**src/rtl/intc_pkg.sv**
```systemverilog
package intc_pkg;
  localparam int NUM_SRC = 64;
  localparam int REG_W   = 32;
  localparam int VEC_W   = $clog2(NUM_SRC);
  localparam int ADDR_W  = 3;
  localparam int BIT_W   = $clog2(REG_W);

  localparam logic [ADDR_W-1:0] OFS_EN_HI = 3'd0;
  localparam logic [ADDR_W-1:0] OFS_EN_LO = 3'd1;
  localparam logic [ADDR_W-1:0] OFS_PD_HI = 3'd2;
  localparam logic [ADDR_W-1:0] OFS_PD_LO = 3'd3;
  localparam logic [ADDR_W-1:0] OFS_SENSE = 3'd4;
  localparam logic [ADDR_W-1:0] OFS_VECT  = 3'd5;

  localparam logic [REG_W-1:0] SENSE_KEEP = 32'hFFFF_7F00;

  typedef struct packed {
    logic             hi;
    logic [BIT_W-1:0] pos;
  } slot_t;

  typedef enum logic [1:0] {CLS_LEVEL, CLS_EXTPIN, CLS_PORT} src_cls_t;

  function automatic slot_t slot_of(input int n);
    slot_t s;
    s.hi  = 1'b0;
    s.pos = '0;
    if (n >= 1 && n <= 15)       begin s.hi = 1'b0; s.pos = BIT_W'(16 - n); end
    else if (n >= 16 && n <= 18) begin s.hi = 1'b1; s.pos = BIT_W'(18 - n); end
    else if (n >= 19 && n <= 30) begin s.hi = 1'b1; s.pos = BIT_W'(33 - n); end
    else if (n == 31)            begin s.hi = 1'b1; s.pos = '0; end
    else if (n >= 32 && n <= 47) begin s.hi = 1'b0; s.pos = BIT_W'(63 - n); end
    else if (n >= 48 && n <= 63) begin s.hi = 1'b1; s.pos = BIT_W'(n - 32); end
    return s;
  endfunction

  function automatic src_cls_t class_of(input int n);
    if (n >= 19 && n <= 25) return CLS_EXTPIN;
    if (n >= 48 && n <= 63) return CLS_PORT;
    return CLS_LEVEL;
  endfunction

  function automatic int sense_pos(input int n);
    if (n >= 19 && n <= 25) return 33 - n;
    if (n >= 48 && n <= 63) return n - 32;
    return 0;
  endfunction
endpackage

```
**src/rtl/intc_sync.sv**
```systemverilog
module intc_sync #(
  parameter int W      = 64,
  parameter int STAGES = 2
) (
  input  logic         clk,
  input  logic         rst_n,
  input  logic [W-1:0] din,
  output logic [W-1:0] dout
);
  logic [W-1:0] stg [STAGES];

  always_ff @(posedge clk or negedge rst_n) begin
    if (!rst_n) begin
      for (int i = 0; i < STAGES; i++) stg[i] <= '1;
    end else begin
      stg[0] <= din;
      for (int i = 1; i < STAGES; i++) stg[i] <= stg[i-1];
    end
  end

  assign dout = stg[STAGES-1];

  logic [1:0] age_q;
  always_ff @(posedge clk or negedge rst_n) begin
    if (!rst_n)             age_q <= '0;
    else if (age_q != 2'd3) age_q <= age_q + 2'd1;
  end

  generate
    if (STAGES == 2) begin : g_chk
      assert_sync_delay_R9: assert property (@(posedge clk) disable iff (!rst_n)
        (age_q == 2'd3) |-> (dout == $past(din, 2)));
    end
  endgenerate
endmodule

```
**src/rtl/intc_detect.sv**
```systemverilog
module intc_detect
  import intc_pkg::*;
#(
  parameter int NS = NUM_SRC,
  parameter int DW = REG_W
) (
  input  logic          clk,
  input  logic          rst_n,
  input  logic [NS-1:0] lvl_n,
  input  logic [DW-1:0] sense,
  output logic [DW-1:0] hit_hi,
  output logic [DW-1:0] hit_lo
);
  logic [NS-1:0] prev_q;
  logic [NS-1:0] ev;

  always_ff @(posedge clk or negedge rst_n) begin
    if (!rst_n) prev_q <= '1;
    else        prev_q <= lvl_n;
  end

  generate
    for (genvar n = 0; n < NS; n++) begin : g_src
      if (n == 0) begin : g_none
        assign ev[n] = 1'b0;
      end else if (class_of(n) == CLS_EXTPIN) begin : g_ext
        localparam int SB = sense_pos(n);
        logic fall;
        assign fall  = prev_q[n] & ~lvl_n[n];
        assign ev[n] = sense[SB] ? fall : ~lvl_n[n];
        assert_edge_single_R7: assert property (@(posedge clk) disable iff (!rst_n)
          (ev[n] && sense[SB]) |=> (!ev[n] || !sense[SB]));
      end else if (class_of(n) == CLS_PORT) begin : g_port
        localparam int SB = sense_pos(n);
        logic fall, any_edge;
        assign fall     = prev_q[n] & ~lvl_n[n];
        assign any_edge = prev_q[n] ^ lvl_n[n];
        assign ev[n]    = sense[SB] ? fall : any_edge;
      end else begin : g_lvl
        assign ev[n] = ~lvl_n[n];
      end
    end
  endgenerate

  always_comb begin
    slot_t sl;
    hit_hi = '0;
    hit_lo = '0;
    for (int n = 1; n < NS; n++) begin
      sl = slot_of(n);
      if (ev[n]) begin
        if (sl.hi) hit_hi[sl.pos] = 1'b1;
        else       hit_lo[sl.pos] = 1'b1;
      end
    end
  end

  logic unused_bits;
  assign unused_bits = ^{sense & ~SENSE_KEEP, lvl_n[0], prev_q[0]};
endmodule

```
**src/rtl/intc_prio.sv**
```systemverilog
module intc_prio
  import intc_pkg::*;
#(
  parameter int NS = NUM_SRC,
  parameter int DW = REG_W,
  localparam int VW = $clog2(NS)
) (
  input  logic [DW-1:0] act_hi,
  input  logic [DW-1:0] act_lo,
  output logic [VW-1:0] win,
  output logic          any
);
  always_comb begin
    slot_t sl;
    win = '0;
    for (int n = NS - 1; n >= 1; n--) begin
      sl = slot_of(n);
      if (sl.hi ? act_hi[sl.pos] : act_lo[sl.pos]) win = VW'(n);
    end
  end

  assign any = |{act_hi, act_lo};
endmodule

```
**src/rtl/intc_vec64.sv**
```systemverilog
module intc_vec64
  import intc_pkg::*;
#(
  parameter int SYNC_STAGES = 2
) (
  input  logic              clk,
  input  logic              rst_n,
  input  logic [NUM_SRC-1:0] src_n,
  input  logic              bus_wr,
  input  logic [ADDR_W-1:0] bus_addr,
  input  logic [REG_W-1:0]  bus_wdata,
  output logic [REG_W-1:0]  bus_rdata,
  output logic              irq
);
  logic [NUM_SRC-1:0] lvl_n;
  logic [REG_W-1:0]   en_hi, en_lo, pd_hi, pd_lo, sense_q;
  logic [REG_W-1:0]   hit_hi, hit_lo, clr_hi, clr_lo;
  logic [VEC_W-1:0]   win;
  logic               any;

  intc_sync #(.W(NUM_SRC), .STAGES(SYNC_STAGES)) u_sync (
    .clk(clk), .rst_n(rst_n), .din(src_n), .dout(lvl_n));

  intc_detect #(.NS(NUM_SRC), .DW(REG_W)) u_det (
    .clk(clk), .rst_n(rst_n), .lvl_n(lvl_n), .sense(sense_q),
    .hit_hi(hit_hi), .hit_lo(hit_lo));

  assign clr_hi = (bus_wr && bus_addr == OFS_PD_HI) ? bus_wdata : '0;
  assign clr_lo = (bus_wr && bus_addr == OFS_PD_LO) ? bus_wdata : '0;

  always_ff @(posedge clk or negedge rst_n) begin
    if (!rst_n) begin
      en_hi   <= '0;
      en_lo   <= '0;
      pd_hi   <= '0;
      pd_lo   <= '0;
      sense_q <= '0;
    end else begin
      pd_hi <= (pd_hi & ~clr_hi) | hit_hi;
      pd_lo <= (pd_lo & ~clr_lo) | hit_lo;
      if (bus_wr && bus_addr == OFS_EN_HI) en_hi   <= bus_wdata;
      if (bus_wr && bus_addr == OFS_EN_LO) en_lo   <= bus_wdata;
      if (bus_wr && bus_addr == OFS_SENSE) sense_q <= bus_wdata & SENSE_KEEP;
    end
  end

  intc_prio #(.NS(NUM_SRC), .DW(REG_W)) u_prio (
    .act_hi(pd_hi & en_hi), .act_lo(pd_lo & en_lo), .win(win), .any(any));

  assign irq = any;

  always_comb begin
    case (bus_addr)
      OFS_EN_HI: bus_rdata = en_hi;
      OFS_EN_LO: bus_rdata = en_lo;
      OFS_PD_HI: bus_rdata = pd_hi;
      OFS_PD_LO: bus_rdata = pd_lo;
      OFS_SENSE: bus_rdata = sense_q;
      OFS_VECT:  bus_rdata = {win, {(REG_W-VEC_W){1'b0}}};
      default:   bus_rdata = '0;
    endcase
  end

  slot_t win_sl;
  logic  win_live;
  always_comb begin
    win_sl   = slot_of(int'(win));
    win_live = win_sl.hi ? (pd_hi[win_sl.pos] & en_hi[win_sl.pos])
                         : (pd_lo[win_sl.pos] & en_lo[win_sl.pos]);
  end

  assert_vec_live_R5: assert property (@(posedge clk) disable iff (!rst_n)
    irq |-> (win != '0 && win_live));

  assert_irq_blocked_R4: assert property (@(posedge clk) disable iff (!rst_n)
    ((en_hi | en_lo) == '0) |-> !irq);

  assert_pend_hold_hi_R3: assert property (@(posedge clk) disable iff (!rst_n)
    !(bus_wr && bus_addr == OFS_PD_HI) |=> ((pd_hi & $past(pd_hi)) == $past(pd_hi)));

  assert_pend_hold_lo_R3: assert property (@(posedge clk) disable iff (!rst_n)
    !(bus_wr && bus_addr == OFS_PD_LO) |=> ((pd_lo & $past(pd_lo)) == $past(pd_lo)));

  assert_src0_idle_R10: assert property (@(posedge clk) disable iff (!rst_n)
    !pd_lo[0]);
endmodule

```
**config.mk**
```make
export PLATFORM = sky130hd
export DESIGN_NAME = intc_vec64
export DESIGN_NICKNAME = d
export VERILOG_FILES = /design/src/rtl/intc_pkg.sv /design/src/rtl/intc_sync.sv /design/src/rtl/intc_detect.sv /design/src/rtl/intc_prio.sv /design/src/rtl/intc_vec64.sv
export SDC_FILE = /design/constraint.sdc
export NUM_CORES = 1
export LEC_CHECK = 0
export BUFFER_PORTS_ARGS = -buffer_cell sky130_fd_sc_hd__clkbuf_2
export CORE_MARGIN = 2
export CORE_UTILIZATION = 40
export CTS_BUF_LIST = sky130_fd_sc_hd__clkbuf_8
export CTS_CLUSTER_SIZE = 30
export DETAILED_ROUTE_END_ITERATION = 10
export SLEW_MARGIN = 10
export SYNTH_ARGS = -nofsm -noshare
export SYNTH_HDL_FRONTEND = slang
export SYNTH_HIERARCHICAL = 1
export SYNTH_SLANG_ARGS = --single-unit
export TNS_END_PERCENT = 5
```
**constraint.sdc**
```tcl
create_clock -name clk -period 2.64 [get_ports clk]
set_input_delay 0.132 -clock clk [delete_from_list [all_inputs] [get_ports clk]]
set_output_delay 0.132 -clock clk [all_outputs]
set_load 0.1 [all_outputs]
```
==> results.ini <==
[outcome]
outcome = finished with violations
violations = setup timing

[global_routing]
grt_antenna_before_repair = 1
grt_use_total_pct = 19.09
grt-ovfl-total = 0
grt_pass1_wl_mm = 51.03
grt_max_degree = 90
first_global_vias = 9376

[critical_path]
worst-endpoint-arrival_ns = 3.00
regToRegEndpoint = pd_hi[28]$_DFF_PN0_
reg2reg_depth = 4
cp_top_family = compound AO/OA/AOI/OAI gates
crit-reg2reg-launch = u_sync/dout[60]$_DFF_PN1_
timing.critical_path.mode_cell = a31oi_1
critical_path_class = reg -> out
crit_buf_inv = 3
crit_slowest_cell = or4_4
required_ns = 2.51
worstPathMaxFanout = 2
r2r_slack_ns = 1.33
crit_chain = and2_1 > buf_4 > or4_4 > buf_4 > a31oi_1 > o21ai_0 > a31oi_1 > o31ai_2 > a31oi_1 > o211ai_1 > buf_12
endpoint_kind = output port
start_kind = flop
slowest_delay_ns = 0.44
startpoint = en_hi[20]$_DFFE_PN0P_

[pwr]
p_leak_nw = 7.383
ir_worst_vdd_mv = 0.4751
powerDensity_nw_per_um2 = 724.4
fin_total_pwr_mw = 12.56

[hold_path]
hold_depth = 2
min_from = src_n[47]
hp-class = in -> reg
holdPathEnd = u_sync/stg[111]$_DFF_PN1_

[run]
cap_viol_max_count = 0

[drt]
wire_per_inst_um = 17.39
wirelength_mm = 32.25
ant_nets = 0
dr.pass1.iters = 5
vias = 9033
drcViolationCount = 0
drt_iter0_markers = 515
viasPerCell = 4.870

[logic_synthesis]
netlist_area_um2 = 13280
ys_warn_count = 6
synth_cells = 1099
avgSynthCellArea_um2 = 12.09

[sta]
setup_ws_ns = -0.4903
setup_viol = 7
holdWs_ns = 0.1799
fin_crit_ns = 3.130
hold_viol_final = 0
tightest_slew_ns = 0.7336
finalMaxSlewViolations = 0
fin_crit_sh_pct = 118.6
max_slew_margin_pct = 51.09
fin_skew_ns = 0.01222
grt_setup_unrepaired = true
max_freq_mhz = 319.5
setup_tns_ns = -2.953

[floorplanning]
start_util_pct = 40.72
floorplan.die_area_um2 = 34680
die_h_um = 186.2
pin_count = 135
core-area_um2 = 32620
rows = 66
floorplan.die.width_um = 186.2

[placed_design]
routabilityCongestion = 0.9168
dp_hpwl_mm = 21.64
pre_cts_ws_ns = -0.1489
placed_cell_area_um2 = 15040
place_inst = 1656
io_buffers = 133

[cells_and_area]
stdcell_count = 1855
area_delta_synth_final_pct = 30.53
fillers = 2778
layout_commonest_cell = dfrtp_1
layout_common_cells = 151 x dfrtp_1, 149 x dfstp_2, 98 x clkbuf_2, 96 x inv_1, 96 x dlygate4sd3_1
layout.nets = 1488
design_area_um2 = 17340
final_core_util_pct = 53.15
drive_above_1_share_pct = 42.21

[clock_tree]
htreeDepth = 2
cts_sinks = 300
clk_pin_slew_ns = 0.06
clk_latency_ns = 0.58
cts_root_buf = clkbuf_8
cts_buffers = 51
cts_buffer_depth = 3
tritoncts = done

-- metal layers --
metal	global-route usage, %	up-vias	part of all wire, %
met1	26.39	4516	47
met2	30.69	201	47
met5	0	-	0
met4	5.732	0	1.9
li1	-	4263	-
met3	3.544	53	4.4
-- timing repair --
| item | CTS | global route |
|---|---|---|
| pin swaps | 28 | 13 |
| hold buffers | 96 | 0 |
| setup endpoints to repair | 7 | 7 |
| hold endpoints to repair | 264 | 0 |
| resized for setup | 37 | 18 |
| buffers inserted | 9 | 0 |
-- worst max-delay path by stage --
stage / to / slack, ns / cells after the start
global route: bus_rdata[30] / -0.60 / 10
floorplan: bus_rdata[26] / -0.64 / 8
finish: bus_rdata[28] / -0.49 / 11
CTS: bus_rdata[26] / -0.52 / 10
detailed placement: bus_rdata[26] / -0.15 / 13
global placement: bus_rdata[29] / -0.13 / 10
-- state kept, by name, summed over array words and instances, names as in the netlist --
register	count
u_sync/stg	63
pd_hi	32
u_det/prev_q	23
en_lo	32
en_hi	32
pd_lo	32
u_sync/dout	63
sense_q	23
-- worst register-to-register path, cell delays in order (launching register included) --
cell     delay, ns
dfstp_2       0.53
inv_1         0.04
ha_1          0.27
o21ai_0       0.28
a21o_1        0.13
-- report_power, final --
group          switching, mW  total (mW)  internal [mW]  leakage (nW)
sequential             0.276        5.41           5.14          3.19
clock                   1.88        4.16           2.28         0.621
combinational           1.63        2.99           1.36          3.58
-- final cells by class --
cell class | count | area, µm² | share of cell area (%)
clock inverter | 35 | 217.7 | 1.256
antenna | 1 | 2.502 | 0.01443
multi-input combinational | 618 | 4851 | 27.98
sequential | 300 | 7694 | 44.38
timing repair buffer | 324 | 2912 | 16.79
tap | 442 | 553.0 | 3.190
inverter | 75 | 281.5 | 1.624
clock buffer | 60 | 825.8 | 4.763
No activity file was read; power rests on OpenSTA's default activity.
